--- src/rtl/rdseq_pkg.sv ---
// Shared constants for the read-address sequence store trigger.
// Assumes a 15-bit byte address and a six-step key series.
package rdseq_pkg;

    localparam int ADDR_W    = 15;
    localparam int CHAIN_LEN = 6;
    localparam int STEP_W    = (CHAIN_LEN > 1) ? $clog2(CHAIN_LEN) : 1;

    // Key address for a given step of the series; step order is behaviour.
    function automatic logic [ADDR_W-1:0] chain_key(input int unsigned idx);
        case (idx)
            0:       chain_key = 15'h0E38;
            1:       chain_key = 15'h31C7;
            2:       chain_key = 15'h03E0;
            3:       chain_key = 15'h3C1F;
            4:       chain_key = 15'h303F;
            5:       chain_key = 15'h0FC0;
            default: chain_key = '0;
        endcase
    endfunction

endpackage

--- src/rtl/rdseq_key_table.sv ---
// Constant key table: gives the address expected at the current step and
// the address that opens a new attempt. Assumes step_i < LEN.
module rdseq_key_table #(
    parameter int AW  = rdseq_pkg::ADDR_W,
    parameter int LEN = rdseq_pkg::CHAIN_LEN,
    parameter int SW  = rdseq_pkg::STEP_W
) (
    input  logic [SW-1:0] step_i,
    output logic [AW-1:0] next_key_o,
    output logic [AW-1:0] first_key_o
);

    logic [AW-1:0] key_rom [LEN];

    // One constant entry per step of the series.
    for (genvar g = 0; g < LEN; g++) begin : g_key
        assign key_rom[g] = AW'(rdseq_pkg::chain_key(g));
    end

    // Select the entry for the current step.
    always_comb begin
        next_key_o = '0;
        for (int i = 0; i < LEN; i++) begin
            if (step_i == SW'(i)) next_key_o = key_rom[i];
        end
    end

    assign first_key_o = key_rom[0];

endmodule

--- src/rtl/rdseq_step_tracker.sv ---
// Step counter for the key series. It advances on a matching read, restarts
// at step one on a read of the first key, and returns to idle on any other
// access or while a transfer is busy. done_o flags the completing read.
// Assumes at most one access per clock.
module rdseq_step_tracker #(
    parameter int AW  = rdseq_pkg::ADDR_W,
    parameter int LEN = rdseq_pkg::CHAIN_LEN,
    parameter int SW  = rdseq_pkg::STEP_W
) (
    input  logic          clk,
    input  logic          rst_n,
    input  logic          acc_valid,
    input  logic          acc_is_read,
    input  logic [AW-1:0] acc_addr,
    input  logic          nv_busy,
    input  logic [AW-1:0] next_key,
    input  logic [AW-1:0] first_key,
    output logic [SW-1:0] step_o,
    output logic          done_o
);

    localparam logic [SW-1:0] LAST_STEP = SW'(LEN - 1);

    logic [SW-1:0] step_q;
    logic [SW-1:0] step_d;
    logic          take_read;
    logic          hit_next;
    logic          hit_first;
    logic          at_last;

    // Qualify the access and compare it with the two candidate keys.
    always_comb begin
        take_read = acc_valid && !nv_busy && acc_is_read;
        hit_next  = take_read && (acc_addr == next_key);
        hit_first = take_read && (acc_addr == first_key);
        at_last   = (step_q == LAST_STEP);
    end

    // Next-step selection.
    always_comb begin
        if (nv_busy) begin
            step_d = '0;
        end else if (!acc_valid) begin
            step_d = step_q;
        end else if (hit_next) begin
            step_d = at_last ? '0 : step_q + SW'(1);
        end else if (hit_first) begin
            step_d = SW'(1);
        end else begin
            step_d = '0;
        end
    end

    // Step register with synchronous reset.
    always_ff @(posedge clk) begin
        if (!rst_n) step_q <= '0;
        else        step_q <= step_d;
    end

    assign step_o = step_q;
    assign done_o = hit_next && at_last;

endmodule

--- src/rtl/rdseq_req_pulse.sv ---
// Registers the completion flag into a one-clock store request.
// Assumes done_i is high for at most one clock per completed series.
module rdseq_req_pulse (
    input  logic clk,
    input  logic rst_n,
    input  logic done_i,
    output logic req_o
);

    // Output register with synchronous reset.
    always_ff @(posedge clk) begin
        if (!rst_n) req_o <= 1'b0;
        else        req_o <= done_i;
    end

endmodule

--- src/rtl/rdseq_store_detect.sv ---
// Top level: watches completed accesses for the six-read key series and
// raises store_req for one clock once the series completes. It is passive
// and never alters the accesses it observes.
module rdseq_store_detect #(
    parameter int AW  = rdseq_pkg::ADDR_W,
    parameter int LEN = rdseq_pkg::CHAIN_LEN
) (
    input  logic          clk,
    input  logic          rst_n,
    input  logic          acc_valid,
    input  logic          acc_is_read,
    input  logic [AW-1:0] acc_addr,
    input  logic          nv_busy,
    output logic          store_req
);

    localparam int SW = (LEN > 1) ? $clog2(LEN) : 1;

    logic [SW-1:0] step_q;
    logic [AW-1:0] next_key;
    logic [AW-1:0] first_key;
    logic          chain_done;

    rdseq_key_table #(.AW(AW), .LEN(LEN), .SW(SW)) u_keys (
        .step_i      (step_q),
        .next_key_o  (next_key),
        .first_key_o (first_key)
    );

    rdseq_step_tracker #(.AW(AW), .LEN(LEN), .SW(SW)) u_tracker (
        .clk         (clk),
        .rst_n       (rst_n),
        .acc_valid   (acc_valid),
        .acc_is_read (acc_is_read),
        .acc_addr    (acc_addr),
        .nv_busy     (nv_busy),
        .next_key    (next_key),
        .first_key   (first_key),
        .step_o      (step_q),
        .done_o      (chain_done)
    );

    rdseq_req_pulse u_pulse (
        .clk    (clk),
        .rst_n  (rst_n),
        .done_i (chain_done),
        .req_o  (store_req)
    );

endmodule

--- config.mk ---
export PLATFORM = sky130hd
export DESIGN_NAME = rdseq_store_detect
export DESIGN_NICKNAME = d
export VERILOG_FILES = /design/src/rtl/rdseq_pkg.sv /design/src/rtl/rdseq_key_table.sv /design/src/rtl/rdseq_step_tracker.sv /design/src/rtl/rdseq_req_pulse.sv /design/src/rtl/rdseq_store_detect.sv
export SDC_FILE = /design/constraint.sdc
export NUM_CORES = 1
export LEC_CHECK = 0
export ABC_AREA = 1
export BUFFER_PORTS_ARGS = -buffer_cell sky130_fd_sc_hd__buf_2
export CORE_ASPECT_RATIO = 0.6
export CORE_UTILIZATION = 40
export CTS_BUF_LIST = sky130_fd_sc_hd__clkbuf_4
export DETAILED_ROUTE_END_ITERATION = 10
export GPL_TIMING_DRIVEN = 0
export HOLD_SLACK_MARGIN = 0.02
export SKIP_LAST_GASP = 1
export SYNTH_ARGS = -nofsm -noshare
export SYNTH_HDL_FRONTEND = slang
export SYNTH_HIERARCHICAL = 1
export SYNTH_SLANG_ARGS = --single-unit
--- constraint.sdc ---
create_clock -name clk -period 2.4 [get_ports clk]
set_clock_uncertainty 0.1 [all_clocks]
set_input_delay 0.72 -clock clk [delete_from_list [all_inputs] [get_ports clk]]
set_output_delay 0.72 -clock clk [all_outputs]
set_load 0.02 [all_outputs]
==> metrics <==
status complete, no violations; CP Capture Type flip-flop; worst hold endpoint u_tracker/step_o[1]; required time worst endpoint 2420 ps; antenna violations before repair 0; Synth async-reset ratio 0; post-CTS setup buffers 0; Syn-to-layout area delta 18.8%; Seq/Total Area, Yosys 0.0686; critical path launch point type flip-flop; Net count, final about 320; most frequent cells after synthesis 114 x nand2_1, 39 x inv_1, 36 x nor2_1; sequential group share of total power 0.224; max_cap viols 0; post-DP HPWL roughly 2000 µm; TritonCTS clock tree yes; Final Slew Violations 0; crit-path max FO 9; Multi-input gate area 761 µm²; die area 0.00315 mm²; Worst Hold Launch u_tracker/step_o[1]; Clk network pwr share 0.284; Pint 193 µW; Comb power frac 0.492; Psw 114 µW; number of synthesized flops with an enable pin 0; Iter 0 DRT Violations 75; Remaining DRCs 0; PD cells 221 mW/mm²; gr usage total 0.171; width of the die 71.7 µm; floorplan row count 14; global route overflow 0; # diodes 0; Die H 43.8 µm; Avg Vias per Cell 3.88; Setup CP Type flip-flop to flip-flop; largest net degree at the start of global routing 10; final core utilization 0.528; final setup violation count 0; H-tree depth 1; global-route wire length before repair 4240 µm; synth top area cells nand2_1 37%, buf_4 15%, inv_1 13%, nor2_1 12%, dfxtp_1 6.9%; CTS Buf Count 3; Core ar. 0.00263 mm²; Hold Crit Depth 2; Final Hold Fails 0; VDD IR max 0.000341 V; unrepaired setup endpoints after global routing no; worst hold path type flip-flop to flip-flop; Worst-path clk slew 30 ps; routed via count 1261; Post-Syn Instances 256; final wirelength 2330 µm; syn_area_per_cell roughly 4.6 µm²; max frequency 471 MHz; clock sink count 4; post-synth top area share 0.367; Net Sw Frac 0.371; initial core utilization 0.444; final worst path period need 2120 ps; IO Pins 21; P_leak 0.000918 µW; cell taking the most area after synthesis nand2_1; FF-to-FF End u_tracker/step_o[0]; period utilization 0.885; FF-to-FF path depth 16; crit path DAT 2140 ps; reg2reg setup slack approximately 280 ps; Overall Power 306 µW; Filler cells about 320; vias in the first global route 1041; share of cells above drive strength 1 0.212; cell area after layout 0.00139 mm²; gp weighted congestion ~0.81; post-DR wirelength/cell 7.16 µm; Hold Buf Count CTS 0; Yosys warning total 6; CTS root buffer clkbuf_4; ys flop type dfxtp_1; post-synthesis instance area 0.00117 mm²; Synth cell types 19; clk buf depth 2; Seq cells post-synth 4; IO buf count 20; FF/Latch Area 80.1 µm²; count leader, synth nand2_1; Routed Antenna Nets 0; worst skew pair latency 240 ps; Post-DP Area 0.00136 mm²; Reg-to-Reg Start u_tracker/step_o[0]; 1st-pass router iterations 4
final cells by class:
| class | instances | area share |
|---|---|---|
| Multi-Input combinational cell | 188 | 0.549 |
| Inverter | 54 | 0.146 |
| Buffer | 24 | 0.130 |
| Timing Repair Buffer | 20 | 0.0722 |
| Sequential cell | 4 | 0.0578 |
| Tap cell | 32 | 0.0289 |
| Clock buffer | 3 | 0.0162 |
power groups by stage:
stage	clock network [µW]	logic, µW	registers (µW)
after CTS	89.3	149	68.7
after global routing	95.2	179	68.7
after detailed placement	0	149	69.7
final	87.1	151	68.7
after global placement	0	148	69.7
after floorplan	0	109	69.4
metrics by stage:
| stage | hold WS (ps) | std cells | setup WS (ps) | setup TNS (ps) |
|---|---|---|---|---|
| 3_3_place_gp | 520 | 322 | -57.7 | -62.8 |
| 5_1_grt | 581 | 325 | 60.0 | 0 |
| 3_5_place_dp | 507 | 322 | -23.8 | -23.8 |
| 4_1_cts | 512 | 325 | 209 | 0 |
| 2_1_floorplan | 462 | 270 | 485 | 0 |
| 6_report | 507 | 325 | 277 | 0 |
kinds of logic after synthesis:
family          share of synthesized area
compound gates                     0.0321
xor+xnor                           0.0300
buf+inv                             0.328
flops                              0.0686
other cells                       0.00643
simple gates                        0.535
registers in the layout (all words and copies together) (netlist names):
signal            cells
u_pulse/req_o         1
u_tracker/step_o      3
placed cells by master, fill, tap and decap left out:
cell      count
buf_4        24
nor3_1        1
clkinv_1      3
o22ai_1       2
nand2_2       1
nor2_1       36
nor2_2        1
o21ai_2       1
xnor2_1       2
buf_2        20
nand3_1       6
inv_1        39
o21ai_1       1
nor4_1        1
nand3b_1      1
o21ai_0       3
nand2_1     114
xor2_1        2
clkbuf_4      3
inv_2        12
dfxtp_1       4
conb_1       16
worst max-delay path by stage:
stage	from	end	slack (ps)	cells past startpoint
2_1_floorplan	u_tracker/step_o[0]	u_tracker/step_o[0]	480	14
4_1_cts	u_tracker/step_o[0]	u_tracker/step_o[0]	210	14
3_3_place_gp	u_tracker/step_o[0]	u_tracker/step_o[0]	-60	14
3_5_place_dp	u_tracker/step_o[0]	u_tracker/step_o[0]	-20	14
6_report	u_tracker/step_o[0]	u_tracker/step_o[0]	280	16
5_1_grt	u_tracker/step_o[0]	u_tracker/step_o[0]	60	16
layer usage:
metal | share of wire | up-vias | GRT usage
li1 | - | 776 | -
met1 | 0.62 | 459 | 0.279
met2 | 0.33 | 26 | 0.236
met3 | 0.047 | 0 | 0.0302
met4 | 0 | 0 | 0.0118
met5 | 0 | - | 0
worst max-delay path, stage by stage (launching register included):
cell and delay, ps:
dfxtp_1 490, inv_2 100, nand2_2 80, nand2_1 50
nor2_1 270, buf_4 180, inv_1 30, nand2_1 40
nand2_1 50, nor2_1 90, nand2_1 90, inv_1 60
nand2_1 70, nor2_2 110, nor2_1 50, nor2_1 90
nor2_1 50
timing repair:
| item | CTS | global route |
|---|---|---|
| gates resized for setup | 1 | 1 |
| endpoints found under the setup margin | 1 | 1 |
| endpoints found under the hold margin | 0 | 0 |
No activity file was read; power rests on OpenSTA's default activity.
